## config.mk

```make
export PLATFORM = sky130hd
export DESIGN_NAME = sreg_link
export DESIGN_NICKNAME = d
export VERILOG_FILES = /design/src/rtl/sreg_pkg.sv /design/src/rtl/sreg_sync.sv /design/src/rtl/sreg_deser.sv /design/src/rtl/sreg_readout.sv /design/src/rtl/sreg_commit.sv /design/src/rtl/sreg_link.sv
export SDC_FILE = /design/constraint.sdc
export NUM_CORES = 1
export LEC_CHECK = 0
export ABC_AREA = 1
export BUFFER_PORTS_ARGS = -buffer_cell sky130_fd_sc_hd__buf_2
export CAP_MARGIN = 20
export CORE_MARGIN = 2
export CORE_UTILIZATION = 45
export DETAILED_ROUTE_END_ITERATION = 8
export HOLD_SLACK_MARGIN = 0.03
export PLACE_DENSITY = 0.67
export SLEW_MARGIN = 10
export SYNTH_ARGS = -nofsm -noshare
export SYNTH_HDL_FRONTEND = slang
export SYNTH_SLANG_ARGS = --single-unit
```

## constraint.sdc

```tcl
create_clock -name clk -period 1.9 [get_ports clk]
set_clock_uncertainty 0.05 [all_clocks]
set_input_delay 0.19 -clock clk [delete_from_list [all_inputs] [get_ports clk]]
set_output_delay 0.19 -clock clk [all_outputs]
set_load 0.02 [all_outputs]
```

## src/rtl/sreg_pkg.sv

```systemverilog
package sreg_pkg;

  localparam int DIR_W = 1;
  localparam int MB_W  = 2;

  typedef enum logic [1:0] {
    VERD_IDLE,
    VERD_WRITE,
    VERD_READ,
    VERD_REJECT
  } verdict_e;

endpackage

```

## src/rtl/sreg_sync.sv

```systemverilog
module sreg_sync #(
  parameter int              N_SIG   = 3,
  parameter int              STAGES  = 2,
  parameter logic [N_SIG-1:0] RST_VAL = '0
) (
  input  logic             clk,
  input  logic             rst,
  input  logic [N_SIG-1:0] din,
  output logic [N_SIG-1:0] lvl,
  output logic [N_SIG-1:0] rise,
  output logic [N_SIG-1:0] fall
);

  for (genvar g = 0; g < N_SIG; g++) begin : g_sig
    logic [STAGES-1:0] chain;
    logic              prev;

    if (STAGES == 1) begin : g_one
      always_ff @(posedge clk) begin
        if (rst) chain <= RST_VAL[g];
        else     chain <= din[g];
      end
    end else begin : g_multi
      always_ff @(posedge clk) begin
        if (rst) chain <= {STAGES{RST_VAL[g]}};
        else     chain <= {chain[STAGES-2:0], din[g]};
      end
    end

    always_ff @(posedge clk) begin
      if (rst) prev <= RST_VAL[g];
      else     prev <= chain[STAGES-1];
    end

    assign lvl[g]  = chain[STAGES-1];
    assign rise[g] = chain[STAGES-1] & ~prev;
    assign fall[g] = ~chain[STAGES-1] & prev;
  end

endmodule

```

## src/rtl/sreg_deser.sv

```systemverilog
module sreg_deser
  import sreg_pkg::*;
#(
  parameter int ADDR_W = 13,
  parameter int DATA_W = 8,
  localparam int HDR_W   = DIR_W + MB_W + ADDR_W,
  localparam int FRAME_W = HDR_W + DATA_W,
  localparam int CNT_W   = $clog2(FRAME_W + 2)
) (
  input  logic              clk,
  input  logic              rst,
  input  logic              active,
  input  logic              bit_stb,
  input  logic              bit_in,
  output logic [CNT_W-1:0]  cnt,
  output logic              hdr_dir,
  output logic [MB_W-1:0]   hdr_mb,
  output logic [ADDR_W-1:0] hdr_addr,
  output logic [DATA_W-1:0] data_q
);

  localparam logic [CNT_W-1:0] CNT_MAX      = CNT_W'(FRAME_W + 1);
  localparam logic [CNT_W-1:0] CNT_HDR_LAST = CNT_W'(HDR_W - 1);

  logic [FRAME_W-1:0] sh;
  logic [HDR_W-1:0]   hdr;

  always_ff @(posedge clk) begin
    if (rst || !active) begin
      sh  <= '0;
      cnt <= '0;
      hdr <= '0;
    end else if (bit_stb) begin
      sh <= {sh[FRAME_W-2:0], bit_in};
      if (cnt != CNT_MAX) cnt <= cnt + 1'b1;
      if (cnt == CNT_HDR_LAST) hdr <= {sh[HDR_W-2:0], bit_in};
    end
  end

  assign hdr_dir  = hdr[HDR_W-1];
  assign hdr_mb   = hdr[HDR_W-2 -: MB_W];
  assign hdr_addr = hdr[ADDR_W-1:0];
  assign data_q   = sh[DATA_W-1:0];

  a_r7_cnt_saturates: assert property (@(posedge clk) disable iff (rst)
    (cnt == CNT_MAX && active) |=> (cnt == CNT_MAX || cnt == '0));

  a_r10_idle_clear: assert property (@(posedge clk) disable iff (rst)
    !active |=> (cnt == '0));

  a_r4_hdr_held: assert property (@(posedge clk) disable iff (rst)
    (active && !(bit_stb && cnt == CNT_HDR_LAST)) |=> $stable(hdr));

endmodule

```

## src/rtl/sreg_readout.sv

```systemverilog
module sreg_readout #(
  parameter int DATA_W = 8,
  parameter int CNT_W  = 5,
  parameter int HDR_W  = 16
) (
  input  logic              clk,
  input  logic              rst,
  input  logic              active,
  input  logic              fall_stb,
  input  logic [CNT_W-1:0]  cnt,
  input  logic              hdr_dir,
  input  logic              hdr_mb_zero,
  input  logic [DATA_W-1:0] rd_data,
  output logic              sdo,
  output logic              sdo_oe
);

  logic [DATA_W-1:0] sh;
  logic              oe_q;
  logic              load;

  assign load = fall_stb && hdr_dir && hdr_mb_zero && (cnt == CNT_W'(HDR_W));

  always_ff @(posedge clk) begin
    if (rst || !active) begin
      sh   <= '0;
      oe_q <= 1'b0;
    end else if (load) begin
      sh   <= rd_data;
      oe_q <= 1'b1;
    end else if (fall_stb && oe_q) begin
      sh <= {sh[DATA_W-2:0], 1'b0};
    end
  end

  assign sdo    = sh[DATA_W-1];
  assign sdo_oe = oe_q;

  a_r8_oe_off_idle: assert property (@(posedge clk) disable iff (rst)
    !active |=> !sdo_oe);

  a_r4_sdo_hold: assert property (@(posedge clk) disable iff (rst)
    (active && !fall_stb) |=> $stable(sdo));

  a_r8_oe_needs_read: assert property (@(posedge clk) disable iff (rst)
    $rose(sdo_oe) |-> $past(hdr_dir && hdr_mb_zero));

endmodule

```

## src/rtl/sreg_commit.sv

```systemverilog
module sreg_commit
  import sreg_pkg::*;
#(
  parameter int ADDR_W  = 13,
  parameter int DATA_W  = 8,
  parameter int CNT_W   = 5,
  parameter int FRAME_W = 24
) (
  input  logic              clk,
  input  logic              rst,
  input  logic              cs_rise,
  input  logic [CNT_W-1:0]  cnt,
  input  logic              hdr_dir,
  input  logic [MB_W-1:0]   hdr_mb,
  input  logic [ADDR_W-1:0] hdr_addr,
  input  logic [DATA_W-1:0] data,
  output logic              wr_en,
  output logic [ADDR_W-1:0] wr_addr,
  output logic [DATA_W-1:0] wr_data,
  output logic              frame_err
);

  verdict_e verdict;

  always_comb begin
    verdict = VERD_IDLE;
    if (cs_rise) begin
      if (cnt != CNT_W'(FRAME_W) || hdr_mb != '0) verdict = VERD_REJECT;
      else if (hdr_dir)                          verdict = VERD_READ;
      else                                       verdict = VERD_WRITE;
    end
  end

  always_ff @(posedge clk) begin
    if (rst) begin
      wr_en     <= 1'b0;
      frame_err <= 1'b0;
      wr_addr   <= '0;
      wr_data   <= '0;
    end else begin
      wr_en     <= (verdict == VERD_WRITE);
      frame_err <= (verdict == VERD_REJECT);
      if (verdict == VERD_WRITE) begin
        wr_addr <= hdr_addr;
        wr_data <= data;
      end
    end
  end

  a_r3_wr_single: assert property (@(posedge clk) disable iff (rst)
    wr_en |=> !wr_en);

  a_r2_wr_after_cs: assert property (@(posedge clk) disable iff (rst)
    wr_en |-> $past(cs_rise));

  a_r7_err_after_cs: assert property (@(posedge clk) disable iff (rst)
    frame_err |-> $past(cs_rise));

  a_r6_err_excludes_wr: assert property (@(posedge clk) disable iff (rst)
    !(wr_en && frame_err));

  a_r5_read_no_write: assert property (@(posedge clk) disable iff (rst)
    (cs_rise && hdr_dir) |=> !wr_en);

endmodule

```

## src/rtl/sreg_link.sv

```systemverilog
module sreg_link
  import sreg_pkg::*;
#(
  parameter int ADDR_W      = 13,
  parameter int DATA_W      = 8,
  parameter int SYNC_STAGES = 2
) (
  input  logic              clk,
  input  logic              rst,
  input  logic              cs_n,
  input  logic              sclk,
  input  logic              sdi,
  output logic              sdo,
  output logic              sdo_oe,
  output logic [ADDR_W-1:0] rd_addr,
  input  logic [DATA_W-1:0] rd_data,
  output logic              wr_en,
  output logic [ADDR_W-1:0] wr_addr,
  output logic [DATA_W-1:0] wr_data,
  output logic              frame_err
);

  localparam int HDR_W   = DIR_W + MB_W + ADDR_W;
  localparam int FRAME_W = HDR_W + DATA_W;
  localparam int CNT_W   = $clog2(FRAME_W + 2);

  localparam int IDX_CS   = 2;
  localparam int IDX_SCLK = 1;
  localparam int IDX_SDI  = 0;

  logic [2:0] pin_lvl, pin_rise, pin_fall;

  sreg_sync #(
    .N_SIG   (3),
    .STAGES  (SYNC_STAGES),
    .RST_VAL (3'b100)
  ) u_sync (
    .clk  (clk),
    .rst  (rst),
    .din  ({cs_n, sclk, sdi}),
    .lvl  (pin_lvl),
    .rise (pin_rise),
    .fall (pin_fall)
  );

  logic active, bit_stb, fall_stb, cs_rise;

  assign active   = ~pin_lvl[IDX_CS];
  assign bit_stb  = pin_rise[IDX_SCLK] & active;
  assign fall_stb = pin_fall[IDX_SCLK] & active;
  assign cs_rise  = pin_rise[IDX_CS];

  logic [CNT_W-1:0]  cnt;
  logic              hdr_dir;
  logic [MB_W-1:0]   hdr_mb;
  logic [ADDR_W-1:0] hdr_addr;
  logic [DATA_W-1:0] data_q;

  sreg_deser #(
    .ADDR_W (ADDR_W),
    .DATA_W (DATA_W)
  ) u_deser (
    .clk      (clk),
    .rst      (rst),
    .active   (active),
    .bit_stb  (bit_stb),
    .bit_in   (pin_lvl[IDX_SDI]),
    .cnt      (cnt),
    .hdr_dir  (hdr_dir),
    .hdr_mb   (hdr_mb),
    .hdr_addr (hdr_addr),
    .data_q   (data_q)
  );

  assign rd_addr = hdr_addr;

  sreg_readout #(
    .DATA_W (DATA_W),
    .CNT_W  (CNT_W),
    .HDR_W  (HDR_W)
  ) u_readout (
    .clk         (clk),
    .rst         (rst),
    .active      (active),
    .fall_stb    (fall_stb),
    .cnt         (cnt),
    .hdr_dir     (hdr_dir),
    .hdr_mb_zero (hdr_mb == '0),
    .rd_data     (rd_data),
    .sdo         (sdo),
    .sdo_oe      (sdo_oe)
  );

  sreg_commit #(
    .ADDR_W  (ADDR_W),
    .DATA_W  (DATA_W),
    .CNT_W   (CNT_W),
    .FRAME_W (FRAME_W)
  ) u_commit (
    .clk       (clk),
    .rst       (rst),
    .cs_rise   (cs_rise),
    .cnt       (cnt),
    .hdr_dir   (hdr_dir),
    .hdr_mb    (hdr_mb),
    .hdr_addr  (hdr_addr),
    .data      (data_q),
    .wr_en     (wr_en),
    .wr_addr   (wr_addr),
    .wr_data   (wr_data),
    .frame_err (frame_err)
  );

  a_r2_no_write_in_frame: assert property (@(posedge clk) disable iff (rst)
    (active && $past(active)) |-> !wr_en);

endmodule

```

== Yosys cells after proc, flatten, opt, wreduce, memory -nomap -nowiden ==
Cells that the tools add are included.
Cells by class
  multiplexer cells: 5
  order comparisons: 0
  add/sub/neg operators: 1
  eq/ne operators: 6
  $mul: 0
  reduce and logical (&&, ||, !) cells: 11
  shift-type cells: 0
  bitwise operators: 9
  div/mod/pow operators: 0
Operators with widths (number)
  2-to-1 mux 8 bit: 2
  inequality test 5 bit (second input constant): 2
  2-to-1 mux 2 bit: 3
  adder 5 x 1 -> 5 bit (second input constant): 1
  AND 1 bit: 5
  equality test 5 x 4 -> 1 bit (second input constant): 1
  equality test 5 bit (second input constant): 1
  logical AND 1 bit: 4
  NOT 1 bit: 4
  AND reduction 2 bit: 2
  nonzero test 2 bit: 2
  equality test 2 x 1 -> 1 bit (second input constant): 1
  equality test 2 bit (second input constant): 1
  logical NOT 2 bit: 1
  logical OR 1 bit: 2
Storage, ports and cells
  ROM bits: 0
  RAM bits: 0
  latch bits: 0
  bits in registers: 76
  input port bits: 13
  memories: 0

== Depth between registers and ports, before layout ==
  depth after elaboration: 7
  depth in mapped cells: 10

== Hierarchy ==
A second synthesis with hierarchy kept.
Unflattened totals
  cells, all modules: 463
  area total of the unflattened synthesis: 3291.9 um^2
Modules (own cells, without submodules)
  sreg_deser: instances 1, cells an instance 182, area an instance 1415.1 um^2, sequential area each 720.7 um^2
  sreg_commit: instances 1, cells an instance 149, area an instance 968.4 um^2, sequential area each 460.4 um^2
  sreg_readout: instances 1, cells an instance 86, area an instance 578.1 um^2, sequential area each 180.2 um^2
  sreg_sync: instances 1, cells an instance 40, area an instance 307.8 um^2, sequential area each 180.2 um^2
  sreg_link: instances 1, cells an instance 6, area an instance 22.5 um^2, sequential area each 0.0 um^2

== Worst setup path after synthesis ==
Ideal clock, no wire load.
  path type: flip-flop to flip-flop
  start: register u_deser.cnt[0]
  end: register u_deser.hdr[10]
  arrival: 1433 ps
  path slack: 301 ps
  stages on the path, launching flop included: 11
  clock period less this slack: 1599 ps
  required time: 1734 ps
  cell sequence: dfxtp_1 -> ha_1 -> inv_1 -> nor3_1 -> ha_1 -> inv_1 -> nor2_4 -> inv_1 -> buf_2 -> nor2_1 -> nor2_1
Between the ends
  cells in the longest elaborated chain, start to end: 2
RTL lines
  start: declaration: RTL line sreg_deser.sv:15  | output logic [CNT_W-1:0] cnt,
  start signal: assignment: RTL line sreg_deser.sv:35  | if (cnt != CNT_MAX) cnt <= cnt + 1'b1;
  equality test 5 x 4 -> 1 bit: RTL line sreg_deser.sv:36  | if (cnt == CNT_HDR_LAST) hdr <= {sh[HDR_W-2:0], bit_in};
  AND reduction 2 bit (no line)
  end signal: assignment: RTL line sreg_deser.sv:36
  end: declaration: RTL line sreg_deser.sv:26  | logic [HDR_W-1:0] hdr;
No other way between the ends.
A chain may end at the register's enable or synchronous reset.

== Final worst setup path ==
  start: register u_deser.cnt[0]
  end: register u_deser.hdr[11]
The elaborated chain is that of the path after synthesis.

==> flow_metrics.env <==
export IMPL_core_um2=6420
export IMPL_area_growth_pct=19.7
export IMPL_die_width_um=86.0
export IMPL_path_cells="ha_1 > inv_1 > nor3_1 > ha_1 > inv_1 > nor2_4 > clkinvlp_4 > buf_4 > nor2_1 > nor2_1"
export IMPL_tns_ps=0
export IMPL_p_sw_w=0.000585
export IMPL_clock_latency_ps=340
export IMPL_slew_viol_final=0
export IMPL_die_h_um=86.0
export IMPL_r2r_start="u_deser.cnt[0]"
export IMPL_root_buffer="clkbuf_8"
export IMPL_startpoint_type="flop"
export IMPL_num_vias=2615
export IMPL_p_sw_frac=0.195
export IMPL_worstHoldStart="rd_data[0]"
export IMPL_relSlewSlack=0.564
export IMPL_slowest_delay_ps=390
export IMPL_p_comb_frac=0.017
export IMPL_crit_buf_inv=4
export IMPL_fillers=628
export IMPL_powerDensity_nw_per_um2=831
export IMPL_htreeDepth=3
export IMPL_synthesis_area_um2=3020
export IMPL_pwr_share_seq=0.533
export IMPL_first_pass_iters=4
export IMPL_rows=29
export IMPL_drc=0
export IMPL_max_clock_freq_mhz=577
export IMPL_grt_pass1_vias=2379
export IMPL_crit_family="buffers and inverters"
export IMPL_grt_max_degree=44
export IMPL_die_area_um2=7390
export IMPL_ant_nets=0
export IMPL_r2r_setup_slack_ps=170
export IMPL_drt_wl_total_um=6000
export IMPL_cp_arrival_ps=1920
export IMPL_io_pin_count=51
export IMPL_cts_buffers=9
export IMPL_synth_fp_nets=440
export IMPL_ir_worst_vdd_uv=497
export IMPL_fin_crit_ps=1730
export IMPL_fin_crit_sh=0.912
export IMPL_io_buffers=50
export IMPL_cp_depth=10
export IMPL_end_kind="flop"
export IMPL_reg2reg_to="u_deser.hdr[11]"
export IMPL_tightestPinTransition_ps=654
export IMPL_ys_seq_area_frac=0.503
export IMPL_critPathKind="reg -> reg"
export IMPL_outcome="finished clean"
export IMPL_cp_slowest_cell="dfxtp_1"
export IMPL_num_antenna_cells=0
export IMPL_nets=498
export IMPL_cp_data_required_time_ps=2080
export IMPL_drv_cap=0
export IMPL_min_path_type="in -> reg"
export IMPL_rsz0062_at_grt="false"
export IMPL_drive_gt1_frac=0.184
export IMPL_ff_latch_area_um2=1520
export IMPL_hold_path_end="u_readout.sh[0]"
export IMPL_tritoncts="yes"
export IMPL_dpl_hpwl_um=3950
export IMPL_path_max_fanout=7
export IMPL_leakagePower_nw=1.86
export IMPL_cts_max_path_buffers=2
export IMPL_ys_seq_elements=76
export IMPL_yosys_warnings=0
export IMPL_cell_internal_pwr_w=0.00242
export IMPL_cts_sinks=76
export IMPL_multiInputGateArea_um2=1240
export IMPL_grt_pass1_wl_um=10500
export IMPL_antenna_found_initial=0
export IMPL_overflow=0
export IMPL_power_share_clock=0.450
export IMPL_min_delay_path_depth=3
export IMPL_netlist_instances=423
export IMPL_r2r_cells=10
export IMPL_avgSynthCellArea_um2=7.15
export IMPL_finalSetupViolations=0
export IMPL_start_util=0.471
export IMPL_finalWeightedCongestion=0.746
export IMPL_drt_iter0_drc=137
export IMPL_hold_viol_final=0
export IMPL_wl_per_cell_um=10.7
export IMPL_gr_usage_all_layers=0.178
export IMPL_path_clk_slew_ps=80
export IMPL_viasPerCell=4.65
export IMPL_synth_distinct_cells=22
export IMPL_utilization=0.563
==> metrics by stage <==
step,area [um^2],instances,power [W],hold slack [ps],setup WS (ps)
final,3620,562,0.00301,68.6,167
after global routing,3620,562,0.00311,70.6,9.01
after CTS,3580,558,0.00305,51.2,107
after detailed placement,3330,540,0.00169,327,122
after global placement,3330,540,0.00169,325,198
after floorplan,3020,423,0.00167,244,301
==> metal layers <==
| layer | track usage | share of wire | up-vias |
|---|---|---|---|
| met1 | 0.228 | 0.49 | 1145 |
| met3 | 0.0433 | 0.042 | 4 |
| met2 | 0.290 | 0.46 | 56 |
| li1 | - | - | 1410 |
| met4 | 0.0693 | 0.0057 | 0 |
| met5 | 0 | 0 | - |
==> power groups by stage <==
stage	clock network (W)	registers [W]	logic [W]
global placement	0	0.00164	0.0000463
detailed placement	0	0.00164	0.0000482
floorplan	0	0.00164	0.0000266
global route	0.00145	0.00160	0.0000589
finish	0.00135	0.00160	0.0000511
CTS	0.00140	0.00160	0.0000529
==> tightest hold or removal path: stages <==
cell and delay [ps]:
buf_2 90, nand3_1 70, a21oi_1 60
==> placed cells by master, fill, tap and decap left out, types with 7 or more instances in the layout <==
master,n
a21oi_1,23
buf_2,50
buf_4,10
clkbuf_8,11
dfxtp_1,76
inv_1,43
nand2_1,102
nand3_1,13
nand3b_1,7
nor2_1,98
o21ai_0,22
==> sequential cells by signal (all words and copies together) (netlist names) <==
register            count
u_commit.frame_err      1
u_commit.wr_addr       13
u_commit.wr_data        8
u_commit.wr_en          1
u_deser.cnt             5
u_deser.hdr            16
u_deser.sh             15
u_readout.sdo_oe        1
u_readout.sh            8
u_sync.g_sig.chain      6
u_sync.g_sig.prev       2
==> synth_stat cells <==
master	instances	area, um^2
nor2_2	3	18.8
nand2_1	102	383
nor2_1	98	368
dfxtp_1	76	1520
inv_2	3	11.3
or2_2	2	12.5
clkbuf_2	1	5.00
a21oi_1	23	115
clkinv_1	1	3.75
nor2_4	1	11.3
o21ai_0	22	110
nand2_2	3	18.8
buf_6	2	22.5
nand3_2	1	10.0
buf_2	7	35.0
nand3_1	13	65.1
nor3_1	3	15.0
ha_1	4	50.1
clkbuf_1	6	22.5
nand3b_1	7	52.6
inv_1	44	165
or2_1	1	6.26
==> layout make-up <==
cell class              instances  area share
clock inverters                 4      0.0201
clock buffers                  11      0.0419
flip-flops and latches         76       0.421
multi-input cells             283       0.342
inverters                      48      0.0508
well taps                      77      0.0266
repair buffers                 63      0.0982
==> worst max path at each step <==
stage / start / endpoint / slack (ps)
2_1_floorplan: u_deser.cnt[0] / u_deser.hdr[10] / 300
3_3_place_gp: u_deser.cnt[0] / u_deser.hdr[14] / 200
3_5_place_dp: u_deser.cnt[0] / u_deser.hdr[13] / 120
4_1_cts: u_deser.cnt[0] / u_deser.hdr[13] / 110
5_1_grt: u_deser.cnt[0] / u_deser.hdr[4] / 9
6_report: u_deser.cnt[0] / u_deser.hdr[11] / 170
==> kinds of logic after synthesis <==
family | share of synthesized area
adders and majority gates | 0.0166
AOI/OAI and AO/OA | 0.0745
buffers and inverters | 0.0877
and+or+nand+nor | 0.318
DFF | 0.503
==> repair_timing <==
action | in CTS | in global routing
endpoints found under the hold margin | 3 | 0
gates resized for setup | 0 | 1
hold buffers | 3 | 0
endpoints found under the setup margin | 0 | 3
setup buffers | 0 | 4
Power figures use the tool's default switching activity.
